$ cat src/rtl/snapcnt_pkg.sv
package snapcnt_pkg;
  localparam int NUM_SLICES = 2;

  typedef enum logic [1:0] {
    ADDR_CAPTURE = 2'd0,
    ADDR_LOW     = 2'd1,
    ADDR_HIGH    = 2'd2,
    ADDR_STATUS  = 2'd3
  } host_addr_e;

  localparam int ST_EMPTY_BIT = 0;
  localparam int ST_OVF_BIT   = 1;
endpackage

$ cat src/rtl/edge_sync.sv
module edge_sync #(
  parameter int STAGES = 2
) (
  input  logic clk,
  input  logic rst_n,
  input  logic din,
  output logic rise
);
  // sh[0..STAGES-1]: synchronizer chain, sh[STAGES]: previous synchronized value
  logic [STAGES:0] sh_q;
  logic [STAGES:0] sh_d;

  always_comb begin
    sh_d = {sh_q[STAGES-1:0], din};
  end

  always_ff @(posedge clk or negedge rst_n) begin
    if (!rst_n) sh_q <= '0;
    else        sh_q <= sh_d;
  end

  assign rise = sh_q[STAGES-1] & ~sh_q[STAGES];

  // one input edge never yields two consecutive step pulses
  assert_single_pulse_R2: assert property (@(posedge clk) disable iff (!rst_n)
    rise |=> !rise);
endmodule

$ cat src/rtl/cnt_slice.sv
module cnt_slice #(
  parameter int W = 8
) (
  input  logic         clk,
  input  logic         rst_n,
  input  logic         ld_en,
  input  logic [W-1:0] ld_val,
  input  logic         step_in,
  input  logic         up,
  output logic [W-1:0] q,
  output logic         step_out
);
  logic [W-1:0] q_r;
  logic [W-1:0] q_d;

  always_comb begin
    q_d = q_r;
    if (ld_en)        q_d = ld_val;
    else if (step_in) q_d = up ? q_r + W'(1) : q_r - W'(1);
  end

  always_ff @(posedge clk or negedge rst_n) begin
    if (!rst_n) q_r <= '0;
    else        q_r <= q_d;
  end

  assign q        = q_r;
  assign step_out = step_in & (up ? (&q_r) : ~(|q_r));

  // a slice with no incoming step and no load keeps its value
  assert_hold_idle_R3: assert property (@(posedge clk) disable iff (!rst_n)
    (!ld_en && !step_in) |=> $stable(q));
endmodule

$ cat src/rtl/snap_fifo.sv
module snap_fifo #(
  parameter int DATA_W = 16,
  parameter int DEPTH  = 2
) (
  input  logic              clk,
  input  logic              rst_n,
  input  logic              push,
  input  logic              pop,
  input  logic [DATA_W-1:0] wdata,
  output logic [DATA_W-1:0] rdata,
  output logic              full,
  output logic              empty
);
  localparam int PTR_W = (DEPTH > 1) ? $clog2(DEPTH) : 1;
  localparam int OCC_W = $clog2(DEPTH + 1);
  localparam logic [PTR_W-1:0] LAST = PTR_W'(DEPTH - 1);

  logic [DATA_W-1:0] mem [DEPTH];
  logic [PTR_W-1:0]  wptr_q, wptr_d, rptr_q, rptr_d;
  logic [OCC_W-1:0]  occ_q, occ_d;
  logic              push_ok, pop_ok;

  assign full    = (occ_q == OCC_W'(DEPTH));
  assign empty   = (occ_q == '0);
  assign push_ok = push & ~full;
  assign pop_ok  = pop & ~empty;
  assign rdata   = mem[rptr_q];

  always_comb begin
    wptr_d = wptr_q;
    rptr_d = rptr_q;
    if (push_ok) wptr_d = (wptr_q == LAST) ? '0 : wptr_q + PTR_W'(1);
    if (pop_ok)  rptr_d = (rptr_q == LAST) ? '0 : rptr_q + PTR_W'(1);
    occ_d = occ_q + OCC_W'(push_ok) - OCC_W'(pop_ok);
  end

  always_ff @(posedge clk or negedge rst_n) begin
    if (!rst_n) begin
      wptr_q <= '0;
      rptr_q <= '0;
      occ_q  <= '0;
    end else begin
      wptr_q <= wptr_d;
      rptr_q <= rptr_d;
      occ_q  <= occ_d;
    end
  end

  always_ff @(posedge clk) begin
    if (push_ok) mem[wptr_q] <= wdata;
  end

  // an accepted push stores exactly the presented word
  assert_store_word_R4: assert property (@(posedge clk) disable iff (!rst_n)
    push_ok |=> mem[$past(wptr_q)] == $past(wdata));
  // occupancy never exceeds the depth
  assert_occ_bound_R7: assert property (@(posedge clk) disable iff (!rst_n)
    occ_q <= OCC_W'(DEPTH));
  // a push into a full FIFO without a pop changes nothing
  assert_drop_full_R7: assert property (@(posedge clk) disable iff (!rst_n)
    (push && full && !pop) |=> ($stable(occ_q) && $stable(wptr_q)));
endmodule

$ cat src/rtl/cascade_snap_counter.sv
module cascade_snap_counter
  import snapcnt_pkg::*;
#(
  parameter int SLICE_W    = 8,
  parameter int FIFO_DEPTH = 2,
  parameter int SYNC_STG   = 2
) (
  input  logic                             clk,
  input  logic                             rst_n,
  input  logic                             cnt_in,
  input  logic                             up_dn,
  input  logic                             load,
  input  logic [NUM_SLICES*SLICE_W-1:0]    preset,
  input  logic                             acc_en,
  input  logic [1:0]                       acc_addr,
  output logic [SLICE_W-1:0]               rd_data
);
  localparam int CNT_W = NUM_SLICES * SLICE_W;

  logic                  step_pulse;
  logic [NUM_SLICES:0]   chain;
  logic [CNT_W-1:0]      cnt_q;
  logic [CNT_W-1:0]      head;
  logic                  fifo_full, fifo_empty;
  logic                  cap_hit, hi_hit, st_hit;
  logic                  ovf_q, ovf_d;
  logic [SLICE_W-1:0]    rd_q, rd_d;

  edge_sync #(.STAGES(SYNC_STG)) u_sync (
    .clk   (clk),
    .rst_n (rst_n),
    .din   (cnt_in),
    .rise  (step_pulse)
  );

  assign chain[0] = step_pulse;

  for (genvar s = 0; s < NUM_SLICES; s++) begin : g_slice
    cnt_slice #(.W(SLICE_W)) u_slice (
      .clk      (clk),
      .rst_n    (rst_n),
      .ld_en    (load),
      .ld_val   (preset[s*SLICE_W +: SLICE_W]),
      .step_in  (chain[s]),
      .up       (up_dn),
      .q        (cnt_q[s*SLICE_W +: SLICE_W]),
      .step_out (chain[s+1])
    );
  end

  assign cap_hit = acc_en && (acc_addr == ADDR_CAPTURE);
  assign hi_hit  = acc_en && (acc_addr == ADDR_HIGH);
  assign st_hit  = acc_en && (acc_addr == ADDR_STATUS);

  snap_fifo #(.DATA_W(CNT_W), .DEPTH(FIFO_DEPTH)) u_fifo (
    .clk   (clk),
    .rst_n (rst_n),
    .push  (cap_hit),
    .pop   (hi_hit),
    .wdata (cnt_q),
    .rdata (head),
    .full  (fifo_full),
    .empty (fifo_empty)
  );

  always_comb begin
    ovf_d = ovf_q;
    if (cap_hit && fifo_full) ovf_d = 1'b1;
    else if (st_hit)          ovf_d = 1'b0;

    rd_d = rd_q;
    if (acc_en) begin
      case (acc_addr)
        ADDR_LOW:  rd_d = fifo_empty ? '0 : head[SLICE_W-1:0];
        ADDR_HIGH: rd_d = fifo_empty ? '0 : head[CNT_W-1 -: SLICE_W];
        ADDR_STATUS: begin
          rd_d = '0;
          rd_d[ST_EMPTY_BIT] = fifo_empty;
          rd_d[ST_OVF_BIT]   = ovf_q;
        end
        default:   rd_d = '0;
      endcase
    end
  end

  always_ff @(posedge clk or negedge rst_n) begin
    if (!rst_n) begin
      ovf_q <= 1'b0;
      rd_q  <= '0;
    end else begin
      ovf_q <= ovf_d;
      rd_q  <= rd_d;
    end
  end

  assign rd_data = rd_q;

  // a step without load moves the full count by one in the chosen direction
  assert_step_up_R2: assert property (@(posedge clk) disable iff (!rst_n)
    ($past(step_pulse) && !$past(load) && $past(up_dn)) |->
      cnt_q == CNT_W'($past(cnt_q) + CNT_W'(1)));
  assert_step_dn_R3: assert property (@(posedge clk) disable iff (!rst_n)
    ($past(step_pulse) && !$past(load) && !$past(up_dn)) |->
      cnt_q == CNT_W'($past(cnt_q) - CNT_W'(1)));
  // load wins over any step
  assert_load_R9: assert property (@(posedge clk) disable iff (!rst_n)
    $past(load) |-> cnt_q == $past(preset));
  // overflow flag is sticky until a status read
  assert_ovf_sticky_R8: assert property (@(posedge clk) disable iff (!rst_n)
    ($past(ovf_q) && !$past(st_hit)) |-> ovf_q);
  // a data read of an empty FIFO returns zero
  assert_empty_read_R6: assert property (@(posedge clk) disable iff (!rst_n)
    (acc_en && fifo_empty && (acc_addr == ADDR_LOW || acc_addr == ADDR_HIGH))
      |=> rd_data == '0);
endmodule

$ cat config.mk
export PLATFORM = sky130hd
export DESIGN_NAME = cascade_snap_counter
export DESIGN_NICKNAME = d
export VERILOG_FILES = /design/src/rtl/snapcnt_pkg.sv /design/src/rtl/edge_sync.sv /design/src/rtl/cnt_slice.sv /design/src/rtl/snap_fifo.sv /design/src/rtl/cascade_snap_counter.sv
export SDC_FILE = /design/constraint.sdc
export NUM_CORES = 1
export LEC_CHECK = 0
export BUFFER_PORTS_ARGS = -buffer_cell sky130_fd_sc_hd__buf_2
export CAP_MARGIN = 20
export CELL_PAD_IN_SITES_DETAIL_PLACEMENT = 0
export CELL_PAD_IN_SITES_GLOBAL_PLACEMENT = 1
export CORE_MARGIN = 3
export CORE_UTILIZATION = 47
export DETAILED_ROUTE_END_ITERATION = 10
export GPL_TIMING_DRIVEN = 0
export PLACE_DENSITY_LB_ADDON = 0.1
export RECOVER_POWER = 50
export SLEW_MARGIN = 20
export SYNTH_ARGS = -nofsm -noshare
export SYNTH_HDL_FRONTEND = slang
export SYNTH_SLANG_ARGS = --single-unit
export TNS_END_PERCENT = 10
$ cat constraint.sdc
create_clock -name clk -period 2.9 [get_ports clk]
set_input_delay 0.29 -clock clk [delete_from_list [all_inputs] [get_ports clk]]
set_output_delay 0.29 -clock clk [all_outputs]
set_load 0.02 [all_outputs]
==> impl_metrics.yaml, run 1 <==
outcome:
  status: "complete, but fails checks"
  violations: "max-capacitance violations, max-slew violations"
sta:
  rsz0062_at_grt: "false"
  finalSetupViolCount: 0
  slew_headroom: -0.214
  fin_worst_skew_ns: 0.0104
  hold_violations: 0
  worst_pin_slew_ns: 1.82
  maxSlewViolCount: 33
  fmax_mhz: 458
  period_share: 0.753
  layout_min_cycle_time_ns: 2.18
  setup_tns_ns: 0
place:
  hpwl_mm: 4.37
  globalplace.congestion: 0.807
  placement.io_buffers: 29
power_and_ir_drop:
  powerDensity_nw_per_um2: 714
  ir_drop_mv: 0.234
  clkPwrFrac: 0.297
  swShare: 0.319
  power.switching_w: 0.000823
  p_comb_frac: 0.244
  internal_power_w: 0.00176
  p_leak_nw: 1.53
  p_seq_frac: 0.459
grt:
  grt_pass1_vias: 2020
  grt_max_degree: 33
  grt_pass1_wl_mm: 10.1
  track_usage: 0.177
  antenna_found_initial: 0
  grt-ovfl-total: 0
cells_and_area:
  fin_util: 0.559
  nFillCells: 564
  num_antenna_cells: 0
  area_growth_pct: 13.8
  num-nets-final: 349
  mostFrequentLayoutCells: "dfrtp_1, edfxtp_1, buf_2, mux2i_1, nand2_1"
  drive_gt1_frac: 0.166
floorplan:
  initial_core_util: 0.491
  core.rowCount: 29
  pin_count: 32
  die_w_um: 88.2
  chipHeight_um: 88.2
  core_region_area_um2: 6460
  die_area_um2: 7770
clocking:
  insertion_delay_ns: 0.35
  tritoncts: "yes"
  cts_setup_buffers: 0
  cts.repair.resized: 0
  hold_buffers: 0
  htree_levels: 3
  cts_buffer_depth: 2
  path_clk_slew_ns: 0.07
  numCtsBuffers: 9
  cts_num_sinks: 64
  root_buffer: "clkbuf_8"
drt:
  via_per_inst: 5.46
  route.detailed.drc: 0
  final_antenna_net_count: 0
  drtPass1Iterations: 4
  postRouteWirelength_mm: 6.30
  wl_per_cell_um: 16.1
  vias: 2134
  drtIter0Drc: 91
setup_path:
  cp.required_ns: 3.17
  critPathLaunchType: "primary input"
  arrival_ns: 2.45
  cp_max_fo: 15
  crit_type: "in2reg"
  critPathCaptureType: "register"
synth:
  yosysUniqueCellTypes: 38
  yosys.area_share.simple: 0.0935
  syn_nets: 309
  synthCells: 269
  synth.area.mux_share: 0.0726
  synth_area_leaders: "edfxtp_1, dfrtp_1, mux2i_1"
  synth_top_cell_area_share: 0.303
  synth_xor_area_frac: 0.0469
  ys_warn_count: 0
  synthAdderAreaFrac: 0.0678
  syn_avg_cell_area_um2: 11.8
  syn_area_um2: 3170
  synth_seq_cells: 64
  synth_top_family_by_area: "compound AO/OA/AOI/OAI gates"
  yosys.area.top_type: "edfxtp_1"
  synth_compound_area_frac: 0.134
  synth_seq_area_share: 0.555
flow_run:
  drv_cap: 1
worst_hold_path:
  hold_class: "in2reg"
==> routing by layer <==
| layer | track usage | wire [um] |
|---|---|---|
| met1 | 0.240 | 2960 |
| met2 | 0.275 | 2990 |
| met5 | 0 | 0 |
| met3 | 0.0320 | 215 |
| met4 | 0.0852 | 131 |
==> area by class of cell <==
| type | count | area [um^2] | share of cell area |
|---|---|---|---|
| clock buffer | 9 | 124 | 0.0343 |
| buffer | 10 | 43.8 | 0.0121 |
| inverter | 14 | 52.6 | 0.0145 |
| tap | 77 | 96.3 | 0.0267 |
| sequential | 64 | 1760 | 0.488 |
| timing repair buffer | 29 | 144 | 0.0398 |
| multi-input combinational | 181 | 1320 | 0.365 |
| clock inverter | 7 | 72.6 | 0.0201 |
==> synth_stat cells <==
cell type,n
dfrtp_1,32
edfxtp_1,32
mux2i_1,23
nand2_1,23
ha_1,14
inv_1,14
o21ai_0,14
a21oi_1,12
nor2_1,10
xnor2_1,10
o21ai_1,8
clkbuf_1,7
xor2_1,7
o22ai_1,6
a21o_1,5
a31oi_1,5
nor3_1,5
o22a_1,5
nand3_1,4
nor2b_1,4
and2_1,3
a211oi_1,2
a221oi_1,2
buf_2,2
fa_1,2
nand4_1,2
nor4_1,2
o21bai_1,2
o31ai_1,2
o32ai_1,2
buf_4,1
nand2b_1,1
nor3_2,1
nor4_4,1
nor4b_2,1
o21a_1,1
o21ai_4,1
or3_1,1
==> power groups by stage <==
stage          Sequential, W  Clock [W]  Combinational, W
6_report             0.00118   0.000766          0.000630
5_1_grt              0.00120   0.000817          0.000709
4_1_cts              0.00119   0.000779          0.000639
3_5_place_dp         0.00120          0          0.000634
3_3_place_gp         0.00120          0          0.000627
2_1_floorplan        0.00121          0          0.000451
==> path summary, 6_finish.rpt <==
| check | endpoint | slack [ns] | cells past startpoint | startpoint |
|---|---|---|---|---|
| hold / removal | u_sync.sh_q[0] | 0.05 | 1 | cnt_in |
| max in group asynchronous | g_slice[0].u_slice.q[4] | 1.42 | 1 | rst_n |
| setup reg to reg | u_fifo.mem[0][9] | 0.76 | 3 | u_fifo.occ_q[1] |
| hold reg to reg | u_sync.sh_q[1] | 0.36 | 0 | u_sync.sh_q[0] |
| min in group asynchronous | u_fifo.occ_q[1] | 0.43 | 1 | rst_n |
| setup / recovery | g_slice[1].u_slice.q[7] | 0.72 | 9 | up_dn |
==> sequential cells by signal (all words and copies together), names as in the netlist <==
name,cells
g_slice.u_slice.q,16
rd_data,8
u_fifo.mem,32
u_fifo.rptr_q,1
u_sync.sh_q,3
u_fifo.wptr_q,1
u_fifo.occ_q,2
ovf_q,1
==> through the flow <==
step                cells  instance area, um^2  setup WS (ns)  power (W)  hold WS, ns
floorplan             269                 3170          0.796    0.00166     -0.00559
global placement      375                 3410          0.348    0.00182        0.333
detailed placement    375                 3420          0.350    0.00184        0.343
CTS                   391                 3610          0.697    0.00260       0.0403
global route          391                 3610          0.531    0.00273       0.0489
finish                391                 3610          0.717    0.00258       0.0550
==> worst max-delay path, cell delays in order <==
cell and delay [ns]:
buf_2 0.15, inv_1 0.46, ha_1 0.33, a21o_1 0.18, a21oi_1 0.28, o31ai_1 0.13, xnor2_1 0.14, or3_1 0.32
a31oi_1 0.16
==> cells by family after synthesis <==
kind of cell             count (synthesis)
flip-flops                              64
AND/OR/NAND/NOR                         58
adder cells (fa/ha/maj)                 16
buffers and inverters                   24
multiplexers                            23
XOR/XNOR                                17
AO/OA/AOI/OAI                           67
Power figures use the tool's default switching activity.
==> run 2, diff against run 1 <==
==> constraint.sdc (replaced) <==
create_clock -name clk -period 2.2 [get_ports clk]
set_input_delay 0.22 -clock clk [delete_from_list [all_inputs] [get_ports clk]]
set_output_delay 0.22 -clock clk [all_outputs]
set_load 0.02 [all_outputs]
==> impl_metrics.yaml, run 2 (synthesized netlist as in run 1, its figures left out) <==
cells_and_area:
  num_antenna_cells: 0
  area_growth_pct: 14.7
  final_area_um2: 3640
  largest_register: "u_fifo.mem"
  mostFrequentLayoutCells: "dfrtp_1, edfxtp_1, buf_2, mux2i_1, nand2_1"
  drive_gt1_frac: 0.168
  stdcell_count: 393
  largest_register_ffs: 32
  num-nets-final: 351
setup_path:
  r2r_cells: 7
  arrival_ns: 2.38
  critPathLaunchType: "primary input"
  critical_path.cell_chain: "buf_2, inv_1, ha_1, a21o_1, a21oi_1, o31ai_1, xnor2_1, or3_1, a31oi_1"
  r2r_start: "g_slice[0].u_slice.q[0]"
  r2r_end: "g_slice[0].u_slice.q[6]"
  max_stage_delay_ns: 0.46
  crit_slowest_cell: "inv_1"
  crit_type: "in2reg"
  r2r_slack_ns: 0.11
  critPathCaptureType: "register"
  cp.required_ns: 2.47
  cp_max_fo: 15
grt:
  grt_pass1_vias: 2022
  grt_pass1_wl_mm: 10.2
  grt_max_degree: 33
  track_usage: 0.177
  grt-ovfl-total: 0
  antenna_found_initial: 0
clocking:
  htree_levels: 3
  cts_buffer_depth: 2
  path_clk_slew_ns: 0.08
  numCtsBuffers: 9
  insertion_delay_ns: 0.35
  root_buffer: "clkbuf_8"
  tritoncts: "yes"
  cts_num_sinks: 64
  cts_setup_buffers: 0
place:
  place_ws_ns: -0.280
  placement.io_buffers: 29
  placedCellCount: 375
  dpl_cell_area_um2: 3420
  globalplace.congestion: 0.807
  hpwl_mm: 4.37
power_and_ir_drop:
  powerDensity_nw_per_um2: 937
  p_leak_nw: 1.54
  ir_drop_mv: 0.310
sta:
  slew_headroom: 0.436
  period_share: 0.960
  rsz0062_at_grt: "true"
  whs_ns: 0.0759
  maxSlewViolCount: 0
  fin_worst_skew_ns: 0.0103
  layout_min_cycle_time_ns: 2.11
  setup_tns_ns: 0
  worst_pin_slew_ns: 0.847
  fmax_mhz: 473
  worst_slack_ns: 0.0876
  hold_violations: 0
  finalSetupViolCount: 0
floorplan:
  die_area_um2: 7770
  core.rowCount: 29
  die_w_um: 88.2
  core_region_area_um2: 6460
  initial_core_util: 0.491
  pin_count: 32
  chipHeight_um: 88.2
worst_hold_path:
  holdPathStages: 3
  hold_class: "in2reg"
  hp-start: "preset[10]"
  hold_end: "g_slice[1].u_slice.q[2]"
drt:
  final_antenna_net_count: 0
  vias: 2149
  postRouteWirelength_mm: 6.32
  wl_per_cell_um: 16.1
  drtIter0Drc: 66
  route.detailed.drc: 0
  drtPass1Iterations: 4
  via_per_inst: 5.47
outcome:
  status: "completed"
flow_run:
  drv_cap: 0
## run 2: per-layer routing
layer,global-route usage,share of wire,vias to the layer above
li1,-,-,1071
met1,0.241,0.47,1018
met2,0.275,0.47,48
met3,0.0320,0.035,12
met4,0.0852,0.020,0
met5,0,0,-
## run 2: final cells by class
type	count	area, um^2
Buffer	10	43.8
Tap cell	77	96.3
Fill cell	563	2820
Clock buffer	9	124
Inverter	14	52.6
Multi-Input combinational cell	181	1320
Timing Repair Buffer	31	164
Sequential cell	64	1760
Clock inverter	7	72.6
## run 2: per-stage QoR
| step | power, W | util |
|---|---|---|
| after floorplan | 0.00219 | - |
| after global placement | 0.00240 | 0.529 |
| after detailed placement | 0.00242 | 0.529 |
| after CTS | 0.00343 | 0.563 |
| after global routing | 0.00360 | 0.563 |
| final | 0.00341 | 0.563 |
## run 2: power by group
group / leakage, nW / total (W) / internal (W) / switching, W
registers: 0.680 / 0.00156 / 0.00143 / 0.000133
logic: 0.762 / 0.000835 / 0.000366 / 0.000470
clock network: 0.0952 / 0.00101 / 0.000522 / 0.000488
## run 2: worst max-delay path, delay by kind of cell
family	cells	cell delay, ns
simple gates	1	0.32
buf+inv	2	0.61
compound gates	4	0.75
fa+ha+maj	1	0.33
xor+xnor	1	0.14
## run 2: how the worst max path moves through the flow
stage	start	endpoint	depth (start not counted)
after floorplan	u_fifo.occ_q[1]	u_fifo.mem[0][0]	3
after global placement	u_fifo.occ_q[1]	u_fifo.mem[0][13]	3
after detailed placement	up_dn	g_slice[1].u_slice.q[7]	9
after CTS	u_fifo.occ_q[1]	u_fifo.mem[0][9]	3
after global routing	up_dn	g_slice[1].u_slice.q[7]	9
final	up_dn	g_slice[1].u_slice.q[7]	9
## run 2: what timing repair did
action,4_1_cts,5_1_grt
gates resized for setup,0,3
endpoints found under the hold margin,33,0
endpoints found under the setup margin,0,34
hold buffers,2,0
==> run 3, diff against run 2 <==
--- a/config.mk
+++ b/config.mk
@@ -10,7 +10,7 @@
 export CELL_PAD_IN_SITES_DETAIL_PLACEMENT = 0
 export CELL_PAD_IN_SITES_GLOBAL_PLACEMENT = 1
 export CORE_MARGIN = 3
-export CORE_UTILIZATION = 47
+export CORE_UTILIZATION = 33
 export DETAILED_ROUTE_END_ITERATION = 10
 export GPL_TIMING_DRIVEN = 0
 export PLACE_DENSITY_LB_ADDON = 0.1
==> impl_metrics.yaml, run 3 (synthesized netlist as in run 1, its figures left out) <==
sta:
  slew_headroom: 0.443
  maxSlewViolCount: 0
  finalSetupViolCount: 0
  fmax_mhz: 482
  layout_min_cycle_time_ns: 2.07
  hold_violations: 0
  worst_pin_slew_ns: 0.835
  period_share: 0.943
  rsz0062_at_grt: "false"
  fin_worst_skew_ns: 0.00871
grt:
  track_usage: 0.128
  grt_max_degree: 33
  grt-ovfl-total: 0
  grt_pass1_vias: 2052
  antenna_found_initial: 0
  grt_pass1_wl_mm: 10.6
drt:
  final_antenna_net_count: 0
  route.detailed.drc: 0
  drtIter0Drc: 48
  postRouteWirelength_mm: 6.56
  vias: 2094
  via_per_inst: 4.67
  wl_per_cell_um: 14.6
  drtPass1Iterations: 4
power_and_ir_drop:
  ir_drop_mv: 0.352
  p_leak_nw: 1.53
  power_w: 0.00348
  powerDensity_nw_per_um2: 928
place:
  hpwl_mm: 4.73
  dpl_cell_area_um2: 3490
  placement.io_buffers: 29
  globalplace.congestion: 0.729
clocking:
  path_clk_slew_ns: 0.07
  cts_buffer_depth: 2
  root_buffer: "clkbuf_8"
  htree_levels: 3
  cts_num_sinks: 64
  numCtsBuffers: 9
  insertion_delay_ns: 0.33
  tritoncts: "yes"
flow_run:
  drv_cap: 0
cells_and_area:
  num_antenna_cells: 0
  largest_register: "u_fifo.mem"
  drive_gt1_frac: 0.150
  fin_util: 0.404
  final_area_um2: 3750
  area_growth_pct: 18.1
  largest_register_ffs: 32
  num-nets-final: 354
  mostFrequentLayoutCells: "dfrtp_1, edfxtp_1, mux2i_1, nand2_1, buf_2"
setup_path:
  arrival_ns: 2.27
  critPathLaunchType: "register"
  crit_type: "reg2reg"
  cp_max_fo: 8
  crit_slowest_cell: "dfrtp_1"
  r2r_cells: 7
  critPathCaptureType: "register"
  max_stage_delay_ns: 0.51
  critical_path.cell_chain: "fa_1, a21o_1, a21oi_1, o21ai_0, xor2_1, mux2i_1, o21ai_0"
  cp.required_ns: 2.40
  crit_top_cell: "o21ai_0"
worst_hold_path:
  holdPathStages: 3
  hold_class: "in2reg"
floorplan:
  die_w_um: 104
  die_area_um2: 10800
  core_region_area_um2: 9280
  pin_count: 32
  chipHeight_um: 104
  core.rowCount: 35
  initial_core_util: 0.342
outcome:
  status: "completed"
[run 3: area by class of cell]
type,instances,area (um^2)
Fill cell,973,5540
Sequential cell,64,1760
Multi-Input combinational cell,181,1320
Timing Repair Buffer,34,194
Tap cell,129,161
Clock buffer,10,128
Clock inverter,6,83.8
Inverter,14,56.3
Buffer,10,43.8
[run 3: repair_timing]
action,4_1_cts,5_1_grt
hold buffers,2,0
setup endpoints to repair,0,19
setup buffers,0,2
resized for setup,0,2
endpoints found under the hold margin,33,0
[run 3: metrics by stage]
| stage | worst slack [ns] | instances | setup TNS [ns] | hold WS [ns] |
|---|---|---|---|---|
| after floorplan | 0.100 | 269 | 0 | -0.0756 |
| after global placement | -0.441 | 427 | -8.35 | 0.330 |
| after detailed placement | -0.308 | 428 | -1.17 | 0.330 |
| after CTS | 0.0535 | 446 | 0 | 0.0767 |
| after global routing | 0.00579 | 448 | 0 | 0.0887 |
| final | 0.126 | 448 | 0 | 0.0909 |
[run 3: power breakdown]
part           internal [W]  switching (W)
Clock              0.000632       0.000447
Combinational      0.000363       0.000477
Sequential          0.00143       0.000127
[run 3: worst max-delay path: cells and delay by family, from the launching register on]
kind | cells | cell delay, ns
muxes | 1 | 0.13
xor gates and xnor gates | 1 | 0.16
DFF | 1 | 0.51
AOI/OAI and AO/OA | 4 | 0.66
adders and majority gates | 1 | 0.48
[run 3: path summary, 6_finish.rpt]
kind	to	slack (ns)	start
worst max register to register	g_slice[0].u_slice.q[6]	0.13	g_slice[0].u_slice.q[0]
worst min register to register	u_sync.sh_q[1]	0.36	u_sync.sh_q[0]
min in group asynchronous	rd_data[0]	0.52	rst_n
max in group asynchronous	g_slice[0].u_slice.q[2]	1.15	rst_n
worst min-delay path	g_slice[1].u_slice.q[3]	0.09	preset[11]
worst max-delay path	g_slice[0].u_slice.q[6]	0.13	g_slice[0].u_slice.q[0]
[run 3: layer usage]
metal	global-route usage	vias up	part of all wire
met2	0.211	35	0.49
li1	-	1076	-
met3	0.0230	8	0.035
met4	0.0598	0	0.016
met1	0.162	975	0.46
met5	0	-	0
